===== src/rtl/pm_cmd_pkg.sv =====
package pm_cmd_pkg;

    typedef enum logic [1:0] {
        SEQ_IDLE  = 2'd0,
        SEQ_ISSUE = 2'd1,
        SEQ_AWAIT = 2'd2
    } seq_state_t;

    // Command bit positions inside the command register (LSB-0)
    localparam int CMD_N    = 3;
    localparam int CMD_TOFF = 0;
    localparam int CMD_EXIT = 1;
    localparam int CMD_PME  = 2;

    // Status bit positions
    localparam int STAT_N    = 2;
    localparam int STAT_PME  = 0;
    localparam int STAT_EXIT = 1;

endpackage


===== src/rtl/pm_cmd_seq.sv =====
module pm_cmd_seq
    import pm_cmd_pkg::*;
(
    input  logic clk,
    input  logic rst_n,
    input  logic go,
    input  logic ack,
    output logic req,
    output logic busy,
    output logic done
);

    seq_state_t st_q;
    seq_state_t st_d;

    always_ff @(posedge clk or negedge rst_n) begin
        if (!rst_n) begin
            st_q <= SEQ_IDLE;
        end else begin
            st_q <= st_d;
        end
    end

    always_comb begin
        st_d = st_q;
        req  = 1'b0;
        busy = 1'b1;
        done = 1'b0;
        unique case (st_q)
            SEQ_IDLE: begin
                busy = 1'b0;
                if (go) begin
                    st_d = SEQ_ISSUE;
                end
            end
            SEQ_ISSUE: begin
                req  = 1'b1;
                st_d = SEQ_AWAIT;
            end
            SEQ_AWAIT: begin
                if (ack) begin
                    done = 1'b1;
                    st_d = SEQ_IDLE;
                end
            end
            default: begin
                st_d = SEQ_IDLE;
            end
        endcase
    end


    req_single_chk: assert property (@(posedge clk) disable iff (!rst_n)
        req |=> !req);


    busy_after_go_chk: assert property (@(posedge clk) disable iff (!rst_n)
        (go && !busy) |=> busy);

endmodule


===== src/rtl/pm_msg_irq.sv =====
module pm_msg_irq #(
    parameter int N_MSG = 5
) (
    input  logic             clk,
    input  logic             rst_n,
    input  logic [N_MSG-1:0] msg_pulse,
    input  logic             ien_we,
    input  logic             det_clr_we,
    input  logic [N_MSG-1:0] wbits,
    output logic [N_MSG-1:0] ien,
    output logic [N_MSG-1:0] det,
    output logic             irq
);

    logic [N_MSG-1:0] ien_q;
    logic [N_MSG-1:0] det_q;

    always_ff @(posedge clk or negedge rst_n) begin
        if (!rst_n) begin
            ien_q <= '0;
        end else if (ien_we) begin
            ien_q <= wbits;
        end
    end

    for (genvar gi = 0; gi < N_MSG; gi++) begin : g_det
        always_ff @(posedge clk or negedge rst_n) begin
            if (!rst_n) begin
                det_q[gi] <= 1'b0;
            end else if (msg_pulse[gi]) begin
                det_q[gi] <= 1'b1;
            end else if (det_clr_we && wbits[gi]) begin
                det_q[gi] <= 1'b0;
            end
        end
    end

    assign ien = ien_q;
    assign det = det_q;
    assign irq = |(det_q & ien_q);


    det_capture_chk: assert property (@(posedge clk) disable iff (!rst_n)
        (|msg_pulse) |=> ((det_q & $past(msg_pulse)) == $past(msg_pulse)));


    irq_needs_enable_chk: assert property (@(posedge clk) disable iff (!rst_n)
        (ien_q == '0) |-> !irq);

endmodule


===== src/rtl/pm_cmd_unit.sv =====
module pm_cmd_unit
    import pm_cmd_pkg::*;
#(
    parameter int          ADDR_W   = 8,
    parameter int          DATA_W   = 32,
    parameter int          N_MSG    = 5,
    parameter int unsigned CMD_OFS  = 32'h2C,
    parameter int unsigned IEN_OFS  = 32'h30,
    parameter int unsigned DET_OFS  = 32'h34,
    parameter int unsigned STAT_OFS = 32'h38
) (
    input  logic              clk,
    input  logic              rst_n,
    input  logic              is_root,
    input  logic              pme_en,
    input  logic              l2_ready,
    input  logic              reg_we,
    input  logic [ADDR_W-1:0] reg_addr,
    input  logic [DATA_W-1:0] reg_wdata,
    output logic [DATA_W-1:0] reg_rdata,
    input  logic [N_MSG-1:0]  msg_pulse,
    output logic              pme_req,
    input  logic              pme_ack,
    output logic              l2x_req,
    input  logic              l2x_ack,
    output logic              toff_req,
    input  logic              toff_ack,
    output logic              irq
);

    localparam int PAD_MSG  = DATA_W - N_MSG;
    localparam int PAD_STAT = DATA_W - STAT_N;

    // Address decode
    logic hit_cmd, hit_ien, hit_det, hit_stat;
    assign hit_cmd  = (reg_addr == ADDR_W'(CMD_OFS));
    assign hit_ien  = (reg_addr == ADDR_W'(IEN_OFS));
    assign hit_det  = (reg_addr == ADDR_W'(DET_OFS));
    assign hit_stat = (reg_addr == ADDR_W'(STAT_OFS));

    logic wr_cmd, wr_stat;
    assign wr_cmd  = reg_we && hit_cmd;
    assign wr_stat = reg_we && hit_stat;

    // Command gating and sequencers
    logic [CMD_N-1:0] allow, go, ack, req, busy, done;

    assign allow[CMD_TOFF] = is_root;
    assign allow[CMD_EXIT] = is_root && l2_ready;
    assign allow[CMD_PME]  = !is_root && pme_en;

    assign ack[CMD_TOFF] = toff_ack;
    assign ack[CMD_EXIT] = l2x_ack;
    assign ack[CMD_PME]  = pme_ack;

    for (genvar gi = 0; gi < CMD_N; gi++) begin : g_cmd
        assign go[gi] = wr_cmd && reg_wdata[gi] && allow[gi] && !busy[gi];

        pm_cmd_seq u_seq (
            .clk   (clk),
            .rst_n (rst_n),
            .go    (go[gi]),
            .ack   (ack[gi]),
            .req   (req[gi]),
            .busy  (busy[gi]),
            .done  (done[gi])
        );
    end

    assign pme_req  = req[CMD_PME];
    assign l2x_req  = req[CMD_EXIT];
    assign toff_req = req[CMD_TOFF];

    // Sticky status flags, set wins over write-1-to-clear
    logic pme_stat_q, exited_q, pme_set;
    assign pme_set = wr_cmd && reg_wdata[CMD_PME] && !is_root;

    always_ff @(posedge clk or negedge rst_n) begin
        if (!rst_n) begin
            pme_stat_q <= 1'b0;
            exited_q   <= 1'b0;
        end else begin
            if (pme_set) begin
                pme_stat_q <= 1'b1;
            end else if (wr_stat && reg_wdata[STAT_PME]) begin
                pme_stat_q <= 1'b0;
            end
            if (done[CMD_EXIT]) begin
                exited_q <= 1'b1;
            end else if (wr_stat && reg_wdata[STAT_EXIT]) begin
                exited_q <= 1'b0;
            end
        end
    end

    // Message detect and interrupt
    logic [N_MSG-1:0] ien_bits, det_bits;

    pm_msg_irq #(
        .N_MSG (N_MSG)
    ) u_irq (
        .clk        (clk),
        .rst_n      (rst_n),
        .msg_pulse  (msg_pulse),
        .ien_we     (reg_we && hit_ien),
        .det_clr_we (reg_we && hit_det),
        .wbits      (reg_wdata[N_MSG-1:0]),
        .ien        (ien_bits),
        .det        (det_bits),
        .irq        (irq)
    );

    // Read mux; the command register never holds a value
    always_comb begin
        reg_rdata = '0;
        if (hit_ien) begin
            reg_rdata = {{PAD_MSG{1'b0}}, ien_bits};
        end else if (hit_det) begin
            reg_rdata = {{PAD_MSG{1'b0}}, det_bits};
        end else if (hit_stat) begin
            reg_rdata = {{PAD_STAT{1'b0}}, exited_q, pme_stat_q};
        end
    end


    rc_no_pme_chk: assert property (@(posedge clk) disable iff (!rst_n)
        is_root |-> !pme_req);


    ep_no_rootcmd_chk: assert property (@(posedge clk) disable iff (!rst_n)
        !is_root |-> (!l2x_req && !toff_req));


    exit_needs_l2_chk: assert property (@(posedge clk) disable iff (!rst_n)
        $rose(l2x_req) |-> $past(l2_ready));


    exited_after_ack_chk: assert property (@(posedge clk) disable iff (!rst_n)
        $rose(exited_q) |-> $past(l2x_ack));

endmodule


===== config.mk =====
export PLATFORM = sky130hd
export DESIGN_NAME = pm_cmd_unit
export DESIGN_NICKNAME = d
export VERILOG_FILES = /design/src/rtl/pm_cmd_pkg.sv /design/src/rtl/pm_cmd_seq.sv /design/src/rtl/pm_msg_irq.sv /design/src/rtl/pm_cmd_unit.sv
export SDC_FILE = /design/constraint.sdc
export NUM_CORES = 1
export LEC_CHECK = 0
export BUFFER_PORTS_ARGS = -buffer_cell sky130_fd_sc_hd__buf_4
export CORE_MARGIN = 5
export CORE_UTILIZATION = 40
export DETAILED_ROUTE_END_ITERATION = 8
export PLACE_DENSITY = 0.76
export SLEW_MARGIN = 20
export SYNTH_ARGS = -nofsm -noshare
export SYNTH_HDL_FRONTEND = slang
export SYNTH_HIERARCHICAL = 1
export SYNTH_SLANG_ARGS = --single-unit
export TNS_END_PERCENT = 5

===== constraint.sdc =====
create_clock -name clk -period 1.3 [get_ports clk]
set_clock_uncertainty 0.05 [all_clocks]
set_input_delay 0.26 -clock clk [delete_from_list [all_inputs] [get_ports clk]]
set_output_delay 0.26 -clock clk [all_outputs]
set_load 0.1 [all_outputs]

# After elaboration in Yosys (flattened, before gate mapping)
# Index checks and enable logic that the tools add are counted.
# op_classes
muxes	31
n_reduce_logical	38
bitwise_logic	1
n_eq_ne	16
# ops
operator	n
== test 8 x 6 -> 1 bit (second input constant)	4
logical AND 1 bit	23
2-to-1 mux 1 bit	19
case mux 2 bit (3 select lines)	3
2-to-1 mux 2 bit	7
nonzero test 2 bit	7
2-to-1 mux 5 bit	2
== test 2 x 1 -> 1 bit (second input constant)	3
== test 2 bit (second input constant)	3
zero test 2 bit	3
inequality test 2 x 1 -> 1 bit (second input constant)	3
inequality test 2 bit (second input constant)	3
AND reduction 2 bit	3
bitwise AND 5 bit	1
OR reduction 5 bit	1
zero test 1 bit	1
# totals
wordCells	97
input_bits	54
ff_bits	18

# Depth between registers and ports, before layout
# depth
ltp_word	7
ltp_mapped	5

# Modules after synthesis
# The synthesis kept the hierarchy.
# by_module_without_submodules
mod	seq_area_each_um2	instances	area_per_inst_um2	cells_per_inst
pm_cmd_unit	50.0	1	536.8	64
pm_msg_irq	250.2	1	385.4	28
pm_cmd_seq	50.0	3	92.6	9

# Worst setup path after synthesis
# Ideal clock, no wire load.
# synth_path
path_kind	input to output
startpoint	input reg_addr[1]
endpoint	output reg_rdata[2]
path_buffers	0
cell_stages	3
slack_ns	-1.915
t_required_ns	0.990
arrival_ns	2.905
cell_sequence	nor4_4 nand3_4 nor3_1
# synth_via
elab_chain_len	3
elab_cells_between_ends	4
classes_between	eq/ne (2); mux (2)
# synth_lines
element	line	rtl
from (decl)	pm_cmd_unit.sv:18	input logic [ADDR_W-1:0] reg_addr,
== test 8 x 6 -> 1 bit	pm_cmd_unit.sv:38	assign hit_det = (reg_addr == ADDR_W'(DET_OFS));
2-to-1 mux 5 bit	pm_cmd_unit.sv:118	end else if (hit_det) begin
2-to-1 mux 5 bit *	pm_cmd_unit.sv:116	if (hit_ien) begin
to (decl)	pm_cmd_unit.sv:20	output logic [DATA_W-1:0] reg_rdata,
# Mark *: on every way between the ends. The rest lies on a longest branch, timed or not.

# Worst setup path in the final report
# layout_path
startpoint	register u_irq.ien_q[0] (netlist: u_irq/ien[0])
endpoint	output irq
# layout_via
elab_chain_len	2
# layout_lines
element	line	rtl
from (decl)	pm_msg_irq.sv:15	logic [N_MSG-1:0] ien_q;
from (signal assigned)	pm_msg_irq.sv:22	ien_q <= wbits;
bitwise AND 5 bit	pm_msg_irq.sv:40	assign irq = |(det_q & ien_q);
OR reduction 5 bit	pm_msg_irq.sv:40	
to (decl)	pm_cmd_unit.sv:28	output logic irq
# Every way passes these cells.

==> impl_metrics.ini <==
[power]
p_per_area_nw_per_um2 = 847
power.leakage_nw = 0.819
irDropWorstVdd_uv = 624
power.total_mw = 1.45

[synthesis]
syn_inst = 117
yosys_warnings = 6
syn_area_um2 = 1180
syn_avg_cell_area_um2 = 10.1

[finish]
n_fill_cell = 215
syn_to_final_growth_pct = 44.6
postLayoutCellArea_um2 = 1710
drive_gt1_share_pct = 44.0
final_nets = 222
diodes = 0

[clocking]
clk_pin_slew_worst_paths_ns = 0.10
cts_made_buffers = 3
cts_max_path_buffers = 2
insertion_delay_ns = 0.28
htreeDepth = 1
cts_root_buffer = clkbuf_4
cts_sinks = 18
cts_tree = built

[detailed_routing]
postRouteAntennaNets = 0
wire_per_inst_um = 15.5
first_pass_iters = 4
drt-total-wl_mm = 3.05
vias = 975
drc_errors = 0
vias_per_cell = 4.95
drtIter0Drc = 23

[global_route]
grt_pass1_vias = 1003
grt_max_degree = 19
antenna_found_initial = 0
grt_pass1_wl_mm = 4.80
overflow = 0
grtUsageTotal_pct = 14.9

[run_status]
violations = setup timing
status = finished, violations left

[placed_design]
dp_hpwl_mm = 2.33
placed_cell_area_um2 = 1510
gp_congestion = 0.813
port_buffers = 35

[worst_setup_path]
crit_type = flop to output pin
endpoint_kind = output pin
crit_fanout = 3
cpMaxStageDelayCell = dfrtp_1
worstSetupStartpointType = flop
critical_path_required_ns = 0.99
r2r_start = g_cmd[1].u_seq/st_q[1]$_DFFE_PN0P_
path_cells = a222oi_1 -> nand2_1 -> buf_6
r2r_slack_ns = 0.15
endpoint = irq
rr_endpoint = g_cmd[1].u_seq/st_q[0]$_DFFE_PN0P_
startpoint = u_irq/ien[0]$_DFFE_PN0P_
cp.arrival_ns = 1.42
slowest_delay_ns = 0.42
ff2ff_path_depth = 4

[floorplanning]
io_pins = 90
design.die.area_um2 = 4140
design.core.area_um2 = 2810
initial_core_util_pct = 42.1
fp.dieH_um = 64.4
die_x_um = 64.4
placementRows = 19

[timing]
max_freq_ghz = 0.579
min_period_over_period_pct = 133
rsz0062_at_grt = true
maxSlewViolCount = 0
fin_ws_ns = -0.426
setup_viol_count_final = 18
min_period_ns = 1.73
finalHoldViolCount = 0

[hold_path]
hold_path.class = input port to flop

[run]
drv_cap = 0
[what timing repair did]
action	4_1_cts	5_1_grt
hold buffers	1	0
cloned	0	0
hold endpoints to repair	18	0
pin swaps	4	3
resized for setup	32	4
buffers inserted	2	0
setup endpoints to repair	19	20
[metrics by stage]
stage | std cells | hold WS (ns) | TNS [ns] | utilization [%] | setup slack (ns)
floorplan | 143 | -0.0856 | -8.96 | - | -0.673
detailed placement | 191 | 0.0963 | -8.12 | 53.7 | -0.612
global placement | 191 | 0.0897 | -7.39 | 53.7 | -0.562
CTS | 197 | 0.0861 | -4.82 | 60.3 | -0.443
finish | 197 | 0.0897 | -4.23 | 60.9 | -0.426
global route | 197 | 0.0719 | -5.43 | 60.9 | -0.555
[layout by cell type (no fill, tap or decap), drive strengths merged]
cell type and n:
a21bo 1, a21o 6, a222oi 1, a22oi 1, a2bb2oi 2, and3b 1, and4b 3, buf 48
clkbuf 3, conb 27, dfrtp 18, dlygate4sd3 1, inv 3, mux2 5, mux2i 5, nand2 8
nand3 1, nand4 4, nor2 5, nor2b 5, nor3 5, nor3b 5, nor4 1, nor4b 1
or2 6
[critical path, delay by kind of cell (launching register included)]
family,cells,cell delay [ns]
flops,1,0.42
compound gates,1,0.40
buf+inv,1,0.20
simple gates,1,0.11
[cell type report]
| class | instances | area, um2 | share of cell area (%) |
|---|---|---|---|
| Clock buffer | 3 | 22.5 | 1.32 |
| Sequential cell | 18 | 450 | 26.4 |
| Inverter | 3 | 11.3 | 0.659 |
| Tap cell | 31 | 38.8 | 2.27 |
| Multi-Input combinational cell | 93 | 693 | 40.6 |
| Timing Repair Buffer | 49 | 493 | 28.8 |
[registers in the layout (all words and copies together) (netlist names)]
signal            count
u_irq/ien             5
g_cmd.u_seq/st_q      6
u_irq/det             5
pme_stat_q            1
exited_q              1
[power breakdown]
part	internal (mW)	switching (mW)	leakage, nW
registers	0.569	0.00773	0.224
logic	0.120	0.482	0.581
clock network	0.107	0.161	0.0138
[worst min path at each step]
stage | from | to | slack (ns) | cells after the start
after detailed placement | rst_n | u_irq/det[0]$_DFFE_PN0P_ | 0.1 | 1
after global placement | rst_n | u_irq/det[0]$_DFFE_PN0P_ | 0.09 | 1
final | msg_pulse[3] | u_irq/det[3]$_DFFE_PN0P_ | 0.09 | 2
after CTS | msg_pulse[3] | u_irq/det[3]$_DFFE_PN0P_ | 0.09 | 2
after global routing | msg_pulse[1] | u_irq/det[1]$_DFFE_PN0P_ | 0.07 | 2
after floorplan | rst_n | exited_q$_DFFE_PN0P_ | -0.09 | 0
[routing by layer]
layer	routed length (um)	up-vias	track usage, %
li1	-	452	-
met1	1160	455	17.1
met2	1500	56	24.6
met3	274	12	4.38
met4	119	0	8.71
met5	0	-	0
Note: power is estimated with default switching activity, not from simulation.
